==> src/rtl/wkd_pkg.sv <==
package wkd_pkg;
  typedef logic [1:0] sub_mode_t;
  localparam sub_mode_t MODE_OFF    = 2'b00;
  localparam sub_mode_t MODE_WAKE   = 2'b01;
  localparam sub_mode_t MODE_ACTIVE = 2'b10;
endpackage

==> src/rtl/wkd_dom_timer.sv <==
module wkd_dom_timer
  import wkd_pkg::*;
#(
  parameter int WAKE_US = 80,
  localparam int CNT_W = $clog2(WAKE_US + 1)
) (
  input  logic      clk_i,
  input  logic      rst_ni,
  input  logic      tick_i,
  input  logic      dom_i,
  input  sub_mode_t mode_i,
  output logic      hit_o,
  output logic      evt_o
);
  localparam logic [CNT_W-1:0] LIMIT = CNT_W'(WAKE_US);

  logic [CNT_W-1:0] cnt_q;
  logic dom_q, live, qual;

  always_comb begin
    live  = (mode_i == MODE_WAKE) || (mode_i == MODE_ACTIVE);
    qual  = (cnt_q == LIMIT);
    hit_o = dom_q && !dom_i && qual && (mode_i == MODE_WAKE);
  end

  always_ff @(posedge clk_i or negedge rst_ni) begin
    if (!rst_ni) begin
      cnt_q <= '0;
      dom_q <= 1'b0;
      evt_o <= 1'b0;
    end else begin
      // counter survives active->wakeup changes; saturates at LIMIT
      if (!live || !dom_i) cnt_q <= '0;
      else if (tick_i && !qual) cnt_q <= cnt_q + 1'b1;
      dom_q <= dom_i && live;
      evt_o <= hit_o;
    end
  end

  assert_cnt_saturates_R10: assert property (@(posedge clk_i) disable iff (!rst_ni)
    cnt_q <= LIMIT);
  assert_evt_one_cycle_R3: assert property (@(posedge clk_i) disable iff (!rst_ni)
    evt_o |=> !evt_o);
  assert_evt_needs_wake_R3: assert property (@(posedge clk_i) disable iff (!rst_ni)
    $rose(evt_o) |-> $past(mode_i == MODE_WAKE));
  assert_off_no_evt_R9: assert property (@(posedge clk_i) disable iff (!rst_ni)
    !live |=> !evt_o);
endmodule

==> src/rtl/wkd_flag.sv <==
module wkd_flag (
  input  logic clk_i,
  input  logic rst_ni,
  input  logic set_i,
  input  logic clr_i,
  output logic flag_o
);
  always_ff @(posedge clk_i or negedge rst_ni) begin
    if (!rst_ni)     flag_o <= 1'b0;
    else if (clr_i)  flag_o <= 1'b0;
    else if (set_i)  flag_o <= 1'b1;
  end

  assert_clr_wins_R6: assert property (@(posedge clk_i) disable iff (!rst_ni)
    $past(clr_i) |-> !flag_o);
  assert_flag_holds_R5: assert property (@(posedge clk_i) disable iff (!rst_ni)
    (flag_o && !clr_i) |=> flag_o);
  assert_flag_cause_R5: assert property (@(posedge clk_i) disable iff (!rst_ni)
    $rose(flag_o) |-> $past(set_i));
endmodule

==> src/rtl/wkd_rxd_sel.sv <==
module wkd_rxd_sel
  import wkd_pkg::*;
(
  input  sub_mode_t mode_i,
  input  logic      dom_i,
  input  logic      flag_i,
  output logic      rxd_o
);
  always_comb begin
    unique case (mode_i)
      MODE_ACTIVE: rxd_o = !dom_i;
      MODE_WAKE:   rxd_o = !flag_i;
      default:     rxd_o = 1'b1;
    endcase
  end
endmodule

==> src/rtl/bus_wakeup_detector.sv <==
module bus_wakeup_detector
  import wkd_pkg::*;
#(
  parameter int WAKE_US = 80
) (
  input  logic       clk_i,
  input  logic       rst_ni,
  input  logic       tick_us_i,
  input  logic       bus_dom_i,
  input  logic [1:0] sub_mode_i,
  input  logic       clr_i,
  output logic       wake_evt_o,
  output logic       wake_flag_o,
  output logic       rxd_o
);
  logic hit;

  wkd_dom_timer #(.WAKE_US(WAKE_US)) u_timer (
    .clk_i  (clk_i),
    .rst_ni (rst_ni),
    .tick_i (tick_us_i),
    .dom_i  (bus_dom_i),
    .mode_i (sub_mode_i),
    .hit_o  (hit),
    .evt_o  (wake_evt_o)
  );

  wkd_flag u_flag (
    .clk_i  (clk_i),
    .rst_ni (rst_ni),
    .set_i  (hit),
    .clr_i  (clr_i),
    .flag_o (wake_flag_o)
  );

  wkd_rxd_sel u_rxd (
    .mode_i (sub_mode_i),
    .dom_i  (bus_dom_i),
    .flag_i (wake_flag_o),
    .rxd_o  (rxd_o)
  );

  assert_flag_with_evt_R5: assert property (@(posedge clk_i) disable iff (!rst_ni)
    $rose(wake_flag_o) |-> wake_evt_o);
endmodule

==> config.mk <==
export PLATFORM = sky130hd
export DESIGN_NAME = bus_wakeup_detector
export DESIGN_NICKNAME = d
export VERILOG_FILES = /design/src/rtl/wkd_pkg.sv /design/src/rtl/wkd_dom_timer.sv /design/src/rtl/wkd_flag.sv /design/src/rtl/wkd_rxd_sel.sv /design/src/rtl/bus_wakeup_detector.sv
export SDC_FILE = /design/constraint.sdc
export NUM_CORES = 1
export LEC_CHECK = 0
export BUFFER_PORTS_ARGS = -buffer_cell sky130_fd_sc_hd__clkbuf_2
export CELL_PAD_IN_SITES_DETAIL_PLACEMENT = 1
export CELL_PAD_IN_SITES_GLOBAL_PLACEMENT = 2
export CORE_MARGIN = 1
export CORE_UTILIZATION = 34
export CTS_CLUSTER_DIAMETER = 60
export DETAILED_ROUTE_END_ITERATION = 10
export PLACE_DENSITY_LB_ADDON = 0.05
export SLEW_MARGIN = 40
export SYNTH_ARGS = -nofsm -noshare
export SYNTH_HDL_FRONTEND = slang
export SYNTH_SLANG_ARGS = --single-unit
export TNS_END_PERCENT = 30
==> constraint.sdc <==
create_clock -name clk_i -period 2.1 [get_ports clk_i]
set_input_delay 0.315 -clock clk_i [delete_from_list [all_inputs] [get_ports clk_i]]
set_output_delay 0.315 -clock clk_i [all_outputs]
set_load 0.005 [all_outputs]
=== Yosys cells after proc, flatten, opt, wreduce, memory -nomap -nowiden ===
Index checks and enable logic that the tools add are counted.

* Bits in registers: 10
* Logic and storage cells: 26

* Add/sub/neg operators: 1
* Muxes and demuxes: 5
* Reduce and logical (&&, ||, !) cells: 13
* Equality and inequality tests: 3

{| class="wikitable"
|+ Operators with widths
! cell !! count
|-
| $mux W7 || 2
|-
| $add A7 B1 Y7 const B || 1
|-
| $eq A7 B7 Y1 const B || 1
|-
| $logic_and A1 B1 Y1 || 5
|-
| $logic_not A1 Y1 || 4
|-
| $reduce_bool A2 Y1 || 2
|-
| $eq A2 B1 Y1 const B || 1
|-
| $eq A2 B2 Y1 const B || 1
|-
| $logic_or A1 B1 Y1 || 2
|-
| $mux W1 || 2
|-
| $pmux W1 S2 || 1
|}

=== Logic depth before layout (Yosys ltp) ===
* Depth after elaboration: 6
* Mapped depth: 6
* Gate-level depth less buffers: 6

=== Cells and area by module ===
From an unflattened synthesis, not the netlist that was laid out.

* Cell total of the unflattened synthesis: 56
* Area total of the unflattened synthesis: 543.0 um2

{| class="wikitable"
|+ By module, submodules not included
! module !! instances !! cells an instance !! sequential area each (um2) !! area an instance (um2)
|-
| wkd_dom_timer || 1 || 47 || 225.2 || 457.9
|-
| wkd_rxd_sel || 1 || 7 || 0.0 || 50.0
|-
| wkd_flag || 1 || 2 || 25.0 || 35.0
|}

=== Worst setup path before layout ===
No wires, ideal clock.

* Path kind: input port to output port
* Start point: in sub_mode_i[0]
* End point: out rxd_o
* Setup slack: 0.898 ns
* Buffers on the path: 0
* Data required time: 1.785 ns
* Data arrival time: 0.887 ns
* Stages on the path: 3
* Cell sequence: inv_1 ha_1 a221o_1

* Word-level cells in the longest chain between the ends: 2

{| class="wikitable"
|+ RTL lines
! element !! RTL line !! source
|-
| start: declaration || bus_wakeup_detector.sv:10 || <nowiki>input logic [1:0] sub_mode_i,</nowiki>
|-
| $eq A2 B1 Y1 or $eq A2 B2 Y1 (tied branches) || wkd_rxd_sel.sv:10 || <nowiki>unique case (mode_i)</nowiki>
|-
| $pmux W1 S2 * || wkd_rxd_sel.sv:10 ||
|-
| end: declaration || bus_wakeup_detector.sv:14 || <nowiki>output logic rxd_o</nowiki>
|}

Every way passes the cells marked *; elsewhere a longest branch is shown, timed or not.

=== Worst setup path after layout ===
* Start point: reg u_flag.flag_o
* End point: out rxd_o

* Word-level cells in the longest chain between the ends: 2

{| class="wikitable"
|+ RTL lines
! element !! RTL line !! source
|-
| start: declaration || wkd_flag.sv:6 || <nowiki>output logic flag_o</nowiki>
|-
| start signal: assignment || wkd_flag.sv:9 || <nowiki>if (!rst_ni) flag_o <= 1'b0;</nowiki>
|-
| start signal: assignment || wkd_flag.sv:10 || <nowiki>else if (clr_i) flag_o <= 1'b0;</nowiki>
|-
| start signal: assignment || wkd_flag.sv:11 || <nowiki>else if (set_i) flag_o <= 1'b1;</nowiki>
|-
| $logic_not A1 Y1 || wkd_rxd_sel.sv:12 || <nowiki>MODE_WAKE: rxd_o = !flag_i;</nowiki>
|-
| $pmux W1 S2 || wkd_rxd_sel.sv:10 ||
|}

No other way between the ends.

==> run summary <==
Iter 0 DRT Violations: 6
first-pass GRT wire length: 1849 um
Post-Layout Inst Area: 640.6 um2
area leader, netlist: dfrtp_1
Internal Pwr Total: 277.5 uW
initial antenna violation count: 0
Hold Crit Class: input port to flip-flop
overall power: 365.5 uW
Reg power frac: 54.2%
Starting Density: 36.05%
Slew @ Worst Pin: 334.5 ps
postcts setup bufs: 0
Hold WS: 280.5 ps
Final #Nets: 80
final setup margin: 669.8 ps
Worst EP required: 1780 ps
root buf cell: clkbuf_4
H-tree Lvls: 1
clock transition at the registers of the reported paths: 60 ps
Setup crit start kind: flip-flop
ANT cells: 0
DRT met1 WL: 525 um
Die Wd: 41.97 um
pwr dens: 570.6 nW/um2
maximum VDD drop: 0.2202 mV
Lkg Pwr: 0.3284 nW
CP startpoint: u_flag.flag_o$_DFFE_PN0P_
highest metal used: met4
logic gate share of total power: 10.0%
Rows: 14
hold wc startpoint: clr_i
CTS max path bufs: 2
final cell count without fillers: 83
P&R area growth vs syn: 17.97%
vias in the first global route: 440
# IOs: 10
leading post-synthesis cells by cell area: dfrtp_1 46%, ha_1 9.2%, inv_1 5.5%
Clock Sinks: 10
drt first pass iters: 2
sequential fraction of the synthesis area: 46.08%
routed wl met2: 480 um
Via density: 5.229
Yosys top cell area share: 46.08%
CP arrival: 1120 ps
fin crit share: 68.10%
post-synthesis sequential element count: 10
FILL cells: 189
core area: 1506 um2
WS Path Type: flip-flop to output pin
Tmin final: 1430 ps
Final Slew Violations: 0
Die Y: 41.97 um
Yosys cell types: 20
CTS tree: built
Mapped Cells: 54
routed vias: 434
CTS Buf Count: 3
pre-CTS WS: 630.6 ps
max cap viols: 0
layout cells sized above 1: 20.90%
# setup viols final: 0
post-route ant nets: 0
DRC: 0
reg2reg start: u_timer.cnt_q[2]$_DFFE_PN0P_
Syn Nets: 65
placed insts: 79
Max-slew headroom: 77.60%
unrepaired setup endpoints after global routing: no
clock share of power: 35.8%
placed cell areas: 608.1 um2
DPL Wire Length: 847.9 um
Worst Skew: 1.440 ps
CP max FO: 3
Max Clk Rate: 699.2 MHz
die footprint: 1761 um2
post-synthesis cell area: 543.0 um2
drt wl/cell: 13.18 um
average cell area after synthesis: 10.06 um2
outcome: completed
GR Overflow Total: 0
Clk Latency, worst-skew pair: 270 ps
Total Neg Setup Slack: 0 ps
switch share: 24.07%
Psw: 87.99 uW
Hold Fails Final Rpt: 0
largest net degree at the start of global routing: 11
cts repair resizes: 0
WL final: 1094 um
met3 WL post-DR: 56 um
yosys warns: 0
Buffers on Ports: 9
Total Routing Usage GR: 14.59%
Setup crit end kind: output pin
routability congestion estimate: 0.7402
final core utilization: 42.52%
-- layer usage --
metal | up-vias | global-route usage, %
met1 | 203 | 17.13
met5 | - | 0
met4 | 0 | 7.742
met2 | 12 | 22.19
met3 | 4 | 6.522
li1 | 215 | -
-- final timing paths --
kind                                                      to  slack (ps)  cells past startpoint
worst min register to register     u_flag.flag_o$_DFFE_PN0P_         520                      1
worst max register to register  u_timer.cnt_q[1]$_DFFE_PN0P_         770                      3
worst max-delay path                                   rxd_o         670                      3
min in group asynchronous       u_timer.cnt_q[3]$_DFFE_PN0P_         450                      2
worst min-delay path               u_flag.flag_o$_DFFE_PN0P_         280                      2
max in group asynchronous       u_timer.cnt_q[4]$_DFFE_PN0P_        1440                      2
-- worst max-delay path: stages, from the launching register on --
cell	delay [ps]
dfrtp_1	360
inv_1	50
a221o_1	330
clkbuf_2	110
-- final cells by class --
cell class / instances / area [um2] / share of cell area, %
multi-input cells: 36 / 262.8 / 41.02
flip-flops and latches: 10 / 250.2 / 39.06
repair buffers: 10 / 55.05 / 8.594
inverters: 8 / 30.03 / 4.688
clock buffers: 3 / 22.52 / 3.516
well taps: 16 / 20.02 / 3.125
-- sequential cells by signal, summed over array words and instances, names as in the netlist --
| name | cells |
|---|---|
| u_timer.dom_q | 1 |
| u_timer.cnt_q | 7 |
| u_flag.flag_o | 1 |
| u_timer.evt_o | 1 |
-- synth_stat cells --
library cell,number
a221o_1,1
dfrtp_1,10
nor4b_2,1
inv_1,8
a31oi_1,1
o21ba_1,1
nand2_1,8
or3_1,2
and3b_1,1
a311o_1,1
ha_1,4
mux2i_1,2
and4_1,1
nor2_1,2
nand4_1,2
nand4_2,1
xor2_1,2
a21oi_1,3
o21ai_0,2
nand2b_1,1
-- layout by cell type, fill, tap and decap left out, types with 2 or more instances in the layout --
cell       n
dfrtp_1   10
clkbuf_2   9
inv_1      8
nand2_1    8
ha_1       4
a21oi_1    3
clkbuf_4   3
mux2i_1    2
o21ai_0    2
or3_1      2
nand4_1    2
xor2_1     2
nor2_1     2
-- power groups by stage --
stage	logic (mW)	clock network (mW)	registers (mW)
after global placement	0.0353	0	0.202
final	0.0364	0.131	0.198
after detailed placement	0.0359	0	0.202
after floorplan	0.0180	0	0.201
after CTS	0.0375	0.137	0.198
after global routing	0.0420	0.145	0.198
-- logic make-up (layout without fill, tap and decap cells) --
| kind of cell | after synthesis | count (layout) | synth area share, % |
|---|---|---|---|
| fa+ha+maj | 4 | 4 | 9.217 |
| simple gates | 19 | 19 | 20.97 |
| mux | 2 | 2 | 3.687 |
| compound gates | 9 | 9 | 11.29 |
| xor+xnor | 2 | 2 | 3.226 |
| buf+inv | 8 | 21 | 5.530 |
| flops | 10 | 10 | 46.08 |
-- what timing repair did --
| action | 4_1_cts | 5_1_grt |
|---|---|---|
| setup endpoints to repair | 0 | 0 |
| hold endpoints to repair | 10 | 0 |
| hold buffers | 1 | 0 |
No activity file was read; power rests on OpenSTA's default activity.
